**src/rtl/spi_master_pkg.sv**
```systemverilog
`timescale 1ns/1ps
package spi_master_pkg;
  parameter int XFER_W = 32;
  parameter int IDX_W  = $clog2(XFER_W);

  localparam int CTL_GO      = 0;
  localparam int CTL_RX_FALL = 1;
  localparam int CTL_TX_FALL = 2;
  localparam int CTL_LEN8    = 6;
  localparam int CTL_LEN16   = 7;
  localparam int CTL_LSB     = 8;
  localparam int CTL_LEN32   = 9;

  localparam logic [2:0] A_DATA = 3'd0;
  localparam logic [2:0] A_CTRL = 3'd1;
  localparam logic [2:0] A_DIV  = 3'd2;
  localparam logic [2:0] A_SEL  = 3'd3;

  typedef enum logic [1:0] {LEN_8, LEN_16, LEN_32} frame_len_e;

  typedef struct packed {
    logic       lsb_first;
    frame_len_e len;
    logic       tx_fall;
    logic       rx_fall;
  } xfer_cfg_t;

  function automatic logic [IDX_W-1:0] msb_index(frame_len_e l);
    case (l)
      LEN_16:  return IDX_W'(15);
      LEN_32:  return IDX_W'(31);
      default: return IDX_W'(7);
    endcase
  endfunction
endpackage

```
**src/rtl/spi_reg_if.sv**
```systemverilog
`timescale 1ns/1ps
module spi_reg_if
  import spi_master_pkg::*;
#(
  parameter int ADDR_W = 5,
  parameter int DATA_W = 32,
  parameter int DIV_W  = 16,
  parameter int SEL_N  = 8
) (
  input  logic              clk_i,
  input  logic              rst_ni,
  input  logic [ADDR_W-1:0] adr_i,
  input  logic [DATA_W-1:0] wdat_i,
  input  logic              we_i,
  input  logic              stb_i,
  input  logic              cyc_i,
  output logic [DATA_W-1:0] rdat_o,
  output logic              ack_o,
  output logic              irq_o,
  input  logic              busy_i,
  input  logic              done_i,
  input  logic [XFER_W-1:0] rx_i,
  output logic              start_o,
  output xfer_cfg_t         cfg_o,
  output logic [XFER_W-1:0] tx_o,
  output logic [DIV_W-1:0]  div_o,
  output logic [SEL_N-1:0]  sel_o
);
  logic              ack_q, start_q, irq_q;
  logic [DATA_W-1:0] rdat_q;
  logic [XFER_W-1:0] tx_q;
  logic [DIV_W-1:0]  div_q;
  logic [SEL_N-1:0]  sel_q;
  logic              rx_fall_q, tx_fall_q, lsb_q, l8_q, l16_q, l32_q;
  logic              req, wr, rd, busy_any;
  logic [2:0]        reg_idx;
  logic [DATA_W-1:0] ctrl_rd;

  assign req      = stb_i && cyc_i && !ack_q;
  assign wr       = req && we_i;
  assign rd       = req && !we_i;
  assign reg_idx  = adr_i[4:2];
  assign busy_any = busy_i || start_q;

  always_comb begin
    ctrl_rd              = '0;
    ctrl_rd[CTL_GO]      = busy_any;
    ctrl_rd[CTL_RX_FALL] = rx_fall_q;
    ctrl_rd[CTL_TX_FALL] = tx_fall_q;
    ctrl_rd[CTL_LEN8]    = l8_q;
    ctrl_rd[CTL_LEN16]   = l16_q;
    ctrl_rd[CTL_LSB]     = lsb_q;
    ctrl_rd[CTL_LEN32]   = l32_q;
  end

  always_ff @(posedge clk_i or negedge rst_ni) begin
    if (!rst_ni) begin
      ack_q <= 1'b0; start_q <= 1'b0; irq_q <= 1'b0; rdat_q <= '0;
      tx_q <= '0; div_q <= '0; sel_q <= '0;
      rx_fall_q <= 1'b0; tx_fall_q <= 1'b0; lsb_q <= 1'b0;
      l8_q <= 1'b0; l16_q <= 1'b0; l32_q <= 1'b0;
    end else begin
      ack_q   <= req;
      start_q <= 1'b0;
      if (wr && !busy_any) begin
        case (reg_idx)
          A_DATA: tx_q <= wdat_i[XFER_W-1:0];
          A_CTRL: begin
            rx_fall_q <= wdat_i[CTL_RX_FALL];
            tx_fall_q <= wdat_i[CTL_TX_FALL];
            l8_q      <= wdat_i[CTL_LEN8];
            l16_q     <= wdat_i[CTL_LEN16];
            lsb_q     <= wdat_i[CTL_LSB];
            l32_q     <= wdat_i[CTL_LEN32];
            start_q   <= wdat_i[CTL_GO];
          end
          A_DIV:   div_q <= wdat_i[DIV_W-1:0];
          default: ;
        endcase
      end
      if (wr && reg_idx == A_SEL) sel_q <= wdat_i[SEL_N-1:0];
      if (rd) begin
        case (reg_idx)
          A_DATA:  rdat_q <= DATA_W'(rx_i);
          A_CTRL:  rdat_q <= ctrl_rd;
          A_DIV:   rdat_q <= DATA_W'(div_q);
          A_SEL:   rdat_q <= DATA_W'(sel_q);
          default: rdat_q <= '0;
        endcase
      end
      if (done_i)                        irq_q <= 1'b1;
      else if (rd && reg_idx == A_DATA) irq_q <= 1'b0;
    end
  end

  assign rdat_o        = rdat_q;
  assign ack_o         = ack_q;
  assign irq_o         = irq_q;
  assign start_o       = start_q;
  assign tx_o          = tx_q;
  assign div_o         = div_q;
  assign sel_o         = sel_q;
  assign cfg_o.rx_fall   = rx_fall_q;
  assign cfg_o.tx_fall   = tx_fall_q;
  assign cfg_o.lsb_first = lsb_q;
  assign cfg_o.len       = l32_q ? LEN_32 : (l16_q ? LEN_16 : LEN_8);

  assert_ack_single_R1: assert property (@(posedge clk_i) disable iff (!rst_ni)
    ack_q |=> !ack_q);
  assert_irq_clear_by_read_R9: assert property (@(posedge clk_i) disable iff (!rst_ni)
    $fell(irq_q) |-> $past(rd && reg_idx == A_DATA));
  assert_irq_set_by_done_R9: assert property (@(posedge clk_i) disable iff (!rst_ni)
    $rose(irq_q) |-> $past(done_i));
  assert_div_frozen_busy_R10: assert property (@(posedge clk_i) disable iff (!rst_ni)
    busy_i |=> $stable(div_q));
endmodule

```
**src/rtl/spi_sclk_gen.sv**
```systemverilog
`timescale 1ns/1ps
module spi_sclk_gen #(
  parameter int DIV_W = 16
) (
  input  logic             clk_i,
  input  logic             rst_ni,
  input  logic             run_i,
  input  logic [DIV_W-1:0] div_i,
  output logic             tick_o,
  output logic             sclk_o
);
  logic [DIV_W-1:0] cnt_q;
  logic             sclk_q;

  assign tick_o = run_i && (cnt_q == div_i);

  always_ff @(posedge clk_i or negedge rst_ni) begin
    if (!rst_ni) begin
      cnt_q <= '0; sclk_q <= 1'b0;
    end else if (!run_i) begin
      cnt_q <= '0; sclk_q <= 1'b0;
    end else if (tick_o) begin
      cnt_q <= '0; sclk_q <= ~sclk_q;
    end else begin
      cnt_q <= cnt_q + 1'b1;
    end
  end

  assign sclk_o = sclk_q;

  assert_sclk_idle_low_R3: assert property (@(posedge clk_i) disable iff (!rst_ni)
    !run_i |-> !sclk_q);
  assert_sclk_moves_on_tick_R3: assert property (@(posedge clk_i) disable iff (!rst_ni)
    (sclk_q != $past(sclk_q)) |-> $past(tick_o));
endmodule

```
**src/rtl/spi_shift_eng.sv**
```systemverilog
`timescale 1ns/1ps
module spi_shift_eng
  import spi_master_pkg::*;
(
  input  logic              clk_i,
  input  logic              rst_ni,
  input  logic              start_i,
  input  xfer_cfg_t         cfg_i,
  input  logic [XFER_W-1:0] tx_data_i,
  input  logic              tick_i,
  input  logic              sclk_i,
  input  logic              miso_i,
  output logic              busy_o,
  output logic              done_o,
  output logic              mosi_o,
  output logic [XFER_W-1:0] rx_data_o
);
  localparam int CNT_W = IDX_W + 1;

  logic              busy_q, done_q, mosi_q;
  logic [XFER_W-1:0] sh_tx_q, sh_rx_q, rx_q;
  logic [CNT_W-1:0]  edge_q;
  logic [IDX_W-1:0]  msb_idx;
  logic [XFER_W-1:0] tx_src, tx_nx, rx_dn, rx_lsb, rx_msb, rx_nx;
  logic              tx_bit, is_rise, smp_now, drv_now, last;

  assign msb_idx = msb_index(cfg_i.len);
  assign tx_src  = busy_q ? sh_tx_q : tx_data_i;
  assign tx_bit  = cfg_i.lsb_first ? tx_src[0] : tx_src[msb_idx];
  assign tx_nx   = cfg_i.lsb_first ? (tx_src >> 1) : (tx_src << 1);

  assign rx_dn  = sh_rx_q >> 1;
  assign rx_msb = {sh_rx_q[XFER_W-2:0], miso_i};
  always_comb begin
    rx_lsb = '0;
    for (int i = 0; i < XFER_W; i++) begin
      if (IDX_W'(i) == msb_idx)     rx_lsb[i] = miso_i;
      else if (IDX_W'(i) < msb_idx) rx_lsb[i] = rx_dn[i];
    end
  end
  assign rx_nx = cfg_i.lsb_first ? rx_lsb : rx_msb;

  assign is_rise = !sclk_i;
  assign smp_now = is_rise ^ cfg_i.rx_fall;
  assign drv_now = is_rise ^ cfg_i.tx_fall;
  assign last    = (edge_q == {msb_idx, 1'b1});

  always_ff @(posedge clk_i or negedge rst_ni) begin
    if (!rst_ni) begin
      busy_q <= 1'b0; done_q <= 1'b0; mosi_q <= 1'b0;
      sh_tx_q <= '0; sh_rx_q <= '0; rx_q <= '0; edge_q <= '0;
    end else begin
      done_q <= 1'b0;
      if (start_i && !busy_q) begin
        busy_q  <= 1'b1;
        edge_q  <= '0;
        sh_rx_q <= '0;
        if (cfg_i.tx_fall) begin
          mosi_q  <= tx_bit;  // first bit leads the first edge
          sh_tx_q <= tx_nx;
        end else begin
          sh_tx_q <= tx_data_i;
        end
      end else if (busy_q && tick_i) begin
        edge_q <= edge_q + 1'b1;
        if (smp_now) sh_rx_q <= rx_nx;
        if (drv_now && !last) begin
          mosi_q  <= tx_bit;
          sh_tx_q <= tx_nx;
        end
        if (last) begin
          busy_q <= 1'b0;
          done_q <= 1'b1;
          rx_q   <= smp_now ? rx_nx : sh_rx_q;
        end
      end
    end
  end

  assign busy_o    = busy_q;
  assign done_o    = done_q;
  assign mosi_o    = mosi_q;
  assign rx_data_o = rx_q;

  assert_done_at_end_R2: assert property (@(posedge clk_i) disable iff (!rst_ni)
    $fell(busy_q) |-> done_q);
  assert_edge_bound_R7: assert property (@(posedge clk_i) disable iff (!rst_ni)
    busy_q |-> (edge_q <= {msb_idx, 1'b1}));
endmodule

```
**src/rtl/spi_master_ctrl.sv**
```systemverilog
`timescale 1ns/1ps
module spi_master_ctrl
  import spi_master_pkg::*;
#(
  parameter int ADDR_W = 5,
  parameter int DATA_W = 32,
  parameter int DIV_W  = 16,
  parameter int SEL_N  = 8
) (
  input  logic              clk_i,
  input  logic              rst_ni,
  input  logic [ADDR_W-1:0] bus_adr_i,
  input  logic [DATA_W-1:0] bus_dat_i,
  input  logic              bus_we_i,
  input  logic              bus_stb_i,
  input  logic              bus_cyc_i,
  output logic [DATA_W-1:0] bus_dat_o,
  output logic              bus_ack_o,
  output logic              irq_o,
  output logic              sclk_o,
  output logic              mosi_o,
  input  logic              miso_i,
  output logic [SEL_N-1:0]  sel_n_o
);
  logic              start, busy, done, tick, sclk;
  xfer_cfg_t         cfg;
  logic [XFER_W-1:0] tx_data, rx_data;
  logic [DIV_W-1:0]  div;
  logic [SEL_N-1:0]  sel;

  spi_reg_if #(.ADDR_W(ADDR_W), .DATA_W(DATA_W), .DIV_W(DIV_W), .SEL_N(SEL_N)) u_regs (
    .clk_i, .rst_ni,
    .adr_i(bus_adr_i), .wdat_i(bus_dat_i), .we_i(bus_we_i), .stb_i(bus_stb_i), .cyc_i(bus_cyc_i),
    .rdat_o(bus_dat_o), .ack_o(bus_ack_o), .irq_o(irq_o),
    .busy_i(busy), .done_i(done), .rx_i(rx_data),
    .start_o(start), .cfg_o(cfg), .tx_o(tx_data), .div_o(div), .sel_o(sel)
  );

  spi_sclk_gen #(.DIV_W(DIV_W)) u_sclk (
    .clk_i, .rst_ni, .run_i(busy), .div_i(div), .tick_o(tick), .sclk_o(sclk)
  );

  spi_shift_eng u_eng (
    .clk_i, .rst_ni, .start_i(start), .cfg_i(cfg), .tx_data_i(tx_data),
    .tick_i(tick), .sclk_i(sclk), .miso_i(miso_i),
    .busy_o(busy), .done_o(done), .mosi_o(mosi_o), .rx_data_o(rx_data)
  );

  assign sclk_o  = sclk;
  assign sel_n_o = busy ? ~sel : '1;

  assert_done_sclk_low_R3: assert property (@(posedge clk_i) disable iff (!rst_ni)
    done |-> !sclk);
  assert_irq_follows_done_R9: assert property (@(posedge clk_i) disable iff (!rst_ni)
    done |=> irq_o);
endmodule

```
**config.mk**
```make
export PLATFORM = sky130hd
export DESIGN_NAME = spi_master_ctrl
export DESIGN_NICKNAME = d
export VERILOG_FILES = /design/src/rtl/spi_master_pkg.sv /design/src/rtl/spi_reg_if.sv /design/src/rtl/spi_sclk_gen.sv /design/src/rtl/spi_shift_eng.sv /design/src/rtl/spi_master_ctrl.sv
export SDC_FILE = /design/constraint.sdc
export NUM_CORES = 1
export LEC_CHECK = 0
export BUFFER_PORTS_ARGS = -buffer_cell sky130_fd_sc_hd__clkbuf_2
export CORE_ASPECT_RATIO = 0.9
export CORE_UTILIZATION = 35
export CTS_BUF_LIST = sky130_fd_sc_hd__clkbuf_4
export DETAILED_ROUTE_END_ITERATION = 10
export GPL_TIMING_DRIVEN = 1
export SYNTH_ARGS = -nofsm -noshare
export SYNTH_HDL_FRONTEND = slang
export SYNTH_SLANG_ARGS = --single-unit
```
**constraint.sdc**
```tcl
create_clock -name clk_i -period 6.3 [get_ports clk_i]
set_clock_uncertainty 0.05 [all_clocks]
set_input_delay 0.63 -clock clk_i [delete_from_list [all_inputs] [get_ports clk_i]]
set_output_delay 0.63 -clock clk_i [all_outputs]
set_load 0.03 [all_outputs]
```
# Word level (Yosys, flattened, before mapping)
# Cells that the tools add are included.
# op_classes
n_addsub	2
n_lt_le_gt_ge	32
n_eq_ne	40
n_mux	101
bitwise	5
n_reduce_logical	31
# op_table
operator	n
$mux W32	10
$pmux W32 S4	1
$mux W1	82
$eq A5 B5 Y1 const A	16
$lt A5 B5 Y1 const A	15
$eq A4 B5 Y1 const A	8
$lt A4 B5 Y1 const A	8
$mux W16	2
$eq A3 B5 Y1 const A	4
$lt A3 B5 Y1 const A	4
$add A16 B1 Y16 const B	1
$eq A16 B16 Y1	1
$mux W6	2
$logic_and A1 B1 Y1	11
$eq A2 B5 Y1 const A	2
$lt A1 B5 Y1 const A	2
$lt A2 B5 Y1 const A	2
$pmux W5 S2	1
$reduce_and A2 Y1	5
$mux W8	1
$not A8 Y8	1
$reduce_bool A2 Y1	4
$add A6 B1 Y6 const B	1
$eq A3 B2 Y1 const B	2
other kinds (17)	25
# word_totals
reg_bits	219
input_bits	43
wordCells	233

# Depth between registers and ports, before layout
# logic_depth
ltp_word	11
ltp_mapped	8
depth_no_buf	5

# By module
# From an unflattened synthesis, not the netlist that was laid out.
# unflattened
hier_cells	909
area_unflattened_um2	11252.0
# modules_own_cells
mod	n_inst	cells_per_inst	area_per_inst_um2
spi_shift_eng	1	500	5883.1
spi_reg_if	1	298	4310.4
spi_sclk_gen	1	102	1023.5
spi_master_ctrl	1	9	35.0

# Worst setup path before layout
# No wires, ideal clock.
# synth_path
kind	input port to flip-flop
from	input port bus_adr_i[2]
to	register u_regs.tx_q[10], in the netlist u_regs.tx_o[10]
setup_ns	0.125
arrival_time_ns	2.160
path_slack_ns	3.965
stages	7
path_buffers	3
cell_sequence	clkbuf_1 or2_2 clkbuf_1 nor2_1 nand2_1 buf_2 mux2_2
# synth_between
elab_chain_len	2
# synth_lines
element	line	rtl
start: declaration	spi_master_ctrl.sv:12	input logic [ADDR_W-1:0] bus_adr_i,
$logic_not A3 Y1	spi_reg_if.sv:66	case (reg_idx)
$reduce_and A2 Y1 (no line)	--	
end signal: assignment	spi_reg_if.sv:67	A_DATA: tx_q <= wdat_i[XFER_W-1:0];
end: declaration	spi_reg_if.sv:31	logic [XFER_W-1:0] tx_q;
# Every way passes these cells.
# A chain may end at the register's enable or synchronous reset.

# Worst setup path in the final report
# layout_path
from	register u_eng.busy_q, in the netlist u_eng.busy_o
to	output port sel_n_o[2]
# layout_between
elab_chain_len	1
# layout_lines
element	line	rtl
start: declaration	spi_shift_eng.sv:20	logic busy_q, done_q, mosi_q;
start signal: assignment	spi_shift_eng.sv:50	busy_q <= 1'b0; done_q <= 1'b0; mosi_q <= 1'b0;
start signal: assignment	spi_shift_eng.sv:55	busy_q <= 1'b1;
start signal: assignment	spi_shift_eng.sv:72	busy_q <= 1'b0;
$mux W8	spi_master_ctrl.sv:50	assign sel_n_o = busy ? ~sel : '1;
end: declaration	spi_master_ctrl.sv:23	output logic [SEL_N-1:0] sel_n_o
# Every way passes these cells.

==> results.md <==
* Hold path startpoint: bus_dat_i[16]
* Postcts setup bufs at 0
* Clock Latency Late Sink at 710 ps
* Comb power frac at 0.193
* CTS sink count at 219
* WL per Instance at 16.7 µm
* Hold Slack at 112 ps
* Die Width at 187 µm
* Power share of the clock group at 0.327
* Yosys warns at 0
* Syn Nets at 1023
* Critical-path top delay cell: dfrtp_4
* CP max FO at 53
* Peak VDD IR at 0.130 mV
* Via density at 5.10
* Share of the synthesized area in the top cell type at 0.506
* Achievable Freq at 310 MHz
* R2r setup slk at 3230 ps
* #FFs+latches synth at 219
* Cells after synthesis at 978
* Most frequent cells in the layout: dfrtp_1 (217), nand2_1 (138), mux2_2 (101)
* Cell taking the most area after synthesis: dfrtp_1
* EDFF count, synth at 0
* Asr flop ratio synth at 1.00
* Share of cells above drive strength 1 at 0.283
* Post-route ant nets at 0
* Initial antenna violation count at 1
* PD cells at 299 mW/mm²
* Ys flop type: dfrtp_1
* Synth cell types at 41
* Delay-heaviest family, CP: buffers and inverters
* R2R Path Start: u_eng.busy_o$_DFFE_PN0P_
* Crit path largest cell delay at 690 ps
* Crit end category: output pin
* WHS Path Cells at 2
* Worst Hold End: u_regs.tx_o[16]$_DFFE_PN0P_
* P_sw at 1.15 mW
* Area after DPL at 0.0116 mm²
* Final Hold Viols at 0
* Vias in the first global route at 7584
* Sw frac at 0.311
* Reg-to-Reg End: u_regs.div_o[7]$_DFFE_PN0P_
* Final worst-path cycle share at 0.513
* Commonest non-fill, non-tap cell in the layout: dfrtp_1
* Final HPWL DP at 16200 µm
* Syn avg cell area at 11.1 µm²
* CP Launch Type: register
* HP Class: input port to register
* Max capacitance violation total at 0
* Util after Layout at 0.410
* Clock transition at path regs at 70 ps
* Initial core utilization at 0.359
* # IOs at 87
* Leak at 5.72 nW
* Final setup TNS at 0 ps
* Post-layout min period at 3230 ps
* Fillcell total at 2985
* Gr usage total at 0.163
* Die Y at 169 µm
* Die area at 0.0317 mm²
* TritonCTS Buffers at 58
* Outcome: finished clean
* Area Growth Syn to Fin at 14.2%
* Max H-tree Level at 2
* Gpl congestion at 0.824
* Setup violators final at 0
* Critical Path, Cell by Cell: buf_4 > nand2_1 > clkbuf_2
* Post-synthesis sequential area ratio at 0.506
* Clock root cell: clkbuf_4
* Detailed-route via count at 7734
* CTS tree: built
* Routed WL at 25300 µm
* Pint at 2.55 mW
* Synth Cell Area at 0.0108 mm²
* FP Rows at 60
* DR pass1 iterations at 5
* Max transition margin at 0.231
* Final instance area at 0.0124 mm²
* Seq pwr share at 0.480
* Largest net degree at the start of global routing at 91
* Core Area at 0.0302 mm²
* First-pass GRT wire length at 41200 µm
* Worst-Margin Slew at 1140 ps
* RSZ-0062 raised after global routing: false
* Final-stage net count at 1112
* Port bufs at 84
* Worst Path Arrival at 2550 ps
* Cell count of the worst reg-to-reg path at 5
* Type of the worst setup path: register to output pin
* DRC Markers at 0
* Total gr overflow at 0
* DR iter-0 viols at 532
* WP buf/inv at 2
* Clock Path Buffers at 3
* Fin. max-slew vios at 0
* Synth area leaders: dfrtp_1 (51%), mux2_2 (11%), mux2_1 (5.1%)
* WP data required at 5620 ps
-- registers in the layout, summed over array words and instances (netlist names), 6 cells and up --
register         flops
u_eng.sh_tx_q       32
u_regs.rdat_o       32
u_eng.sh_rx_q       32
u_sclk.cnt_q        16
u_regs.sel_o         8
u_regs.div_o        16
u_regs.tx_o         32
u_eng.rx_data_o     32
u_eng.edge_q         6
-- per-stage QoR --
| step | instances | total power [mW] | setup WS, ps |
|---|---|---|---|
| after floorplan | 978 | 2.28 | 3970 |
| after global placement | 1409 | 2.49 | 3270 |
| after detailed placement | 1409 | 2.52 | 3240 |
| after CTS | 1512 | 3.75 | 2940 |
| after global routing | 1516 | 3.92 | 2880 |
| final | 1516 | 3.69 | 3070 |
-- synthesized netlist by cell type (18+ instances only) --
cell type	count
nor2_1	44
xnor2_1	25
o21ai_0	78
mux2_2	101
inv_1	18
nand3_1	33
a21oi_1	20
mux2i_1	46
mux2_1	49
clkbuf_1	45
a22oi_1	24
nand2_1	138
dfrtp_1	219
-- power groups by stage --
stage	clock network (mW)	logic [mW]	registers, mW
global route	1.33	0.792	1.80
floorplan	0	0.538	1.74
detailed placement	0	0.720	1.80
global placement	0	0.703	1.79
CTS	1.26	0.723	1.77
finish	1.21	0.712	1.77
-- final cells by class --
class | instances | area (µm²) | area share
inverters | 18 | 67.6 | 0.00547
repair buffers | 97 | 531 | 0.0429
clock buffers | 85 | 638 | 0.0516
well taps | 403 | 504 | 0.0408
diodes | 4 | 10.0 | 0.000810
multi-input cells | 673 | 5050 | 0.409
clock inverters | 17 | 72.6 | 0.00587
flip-flops and latches | 219 | 5490 | 0.444
-- worst max-delay path by stage --
stage                                   from                           end  slack (ps)  cells after the start
global placement    u_eng.busy_o$_DFFE_PN0P_  u_regs.div_o[10]$_DFFE_PN0P_        3270                      5
finish              u_eng.busy_o$_DFFE_PN0P_                    sel_n_o[2]        3070                      3
CTS                 u_eng.busy_o$_DFFE_PN0P_                    sel_n_o[2]        2940                      3
detailed placement  u_eng.busy_o$_DFFE_PN0P_   u_regs.div_o[7]$_DFFE_PN0P_        3240                      5
floorplan                       bus_adr_i[2]   u_regs.tx_o[10]$_DFFE_PN0P_        3970                      7
global route        u_eng.busy_o$_DFFE_PN0P_                    sel_n_o[2]        2880                      3
-- what timing repair did --
item,in CTS,in global routing
hold buffers,1,0
hold endpoints to repair,88,0
resized for setup,0,0
endpoints found under the setup margin,0,0
-- metal layers --
metal	share of wire	track usage	vias up	routed length [µm]
met1	0.49	0.236	3823	12400
met4	0.015	0.0544	0	380
met5	0	0	-	0
met2	0.45	0.245	193	11400
li1	-	-	3685	-
met3	0.046	0.0301	33	1160
-- logic make-up (layout without fill, tap and decap cells) --
family / count (synthesis) / count (layout) / synth area share
flip-flops: 219 / 219 / 0.506
AO/OA/AOI/OAI: 167 / 167 / 0.0936
other: 0 / 4 / 0
buffers and inverters: 86 / 217 / 0.0315
adder cells (fa/ha/maj): 2 / 2 / 0.00231
multiplexers: 213 / 213 / 0.234
AND/OR/NAND/NOR: 257 / 257 / 0.105
XOR/XNOR: 34 / 34 / 0.0275
(Power assumes the default switching activity.)
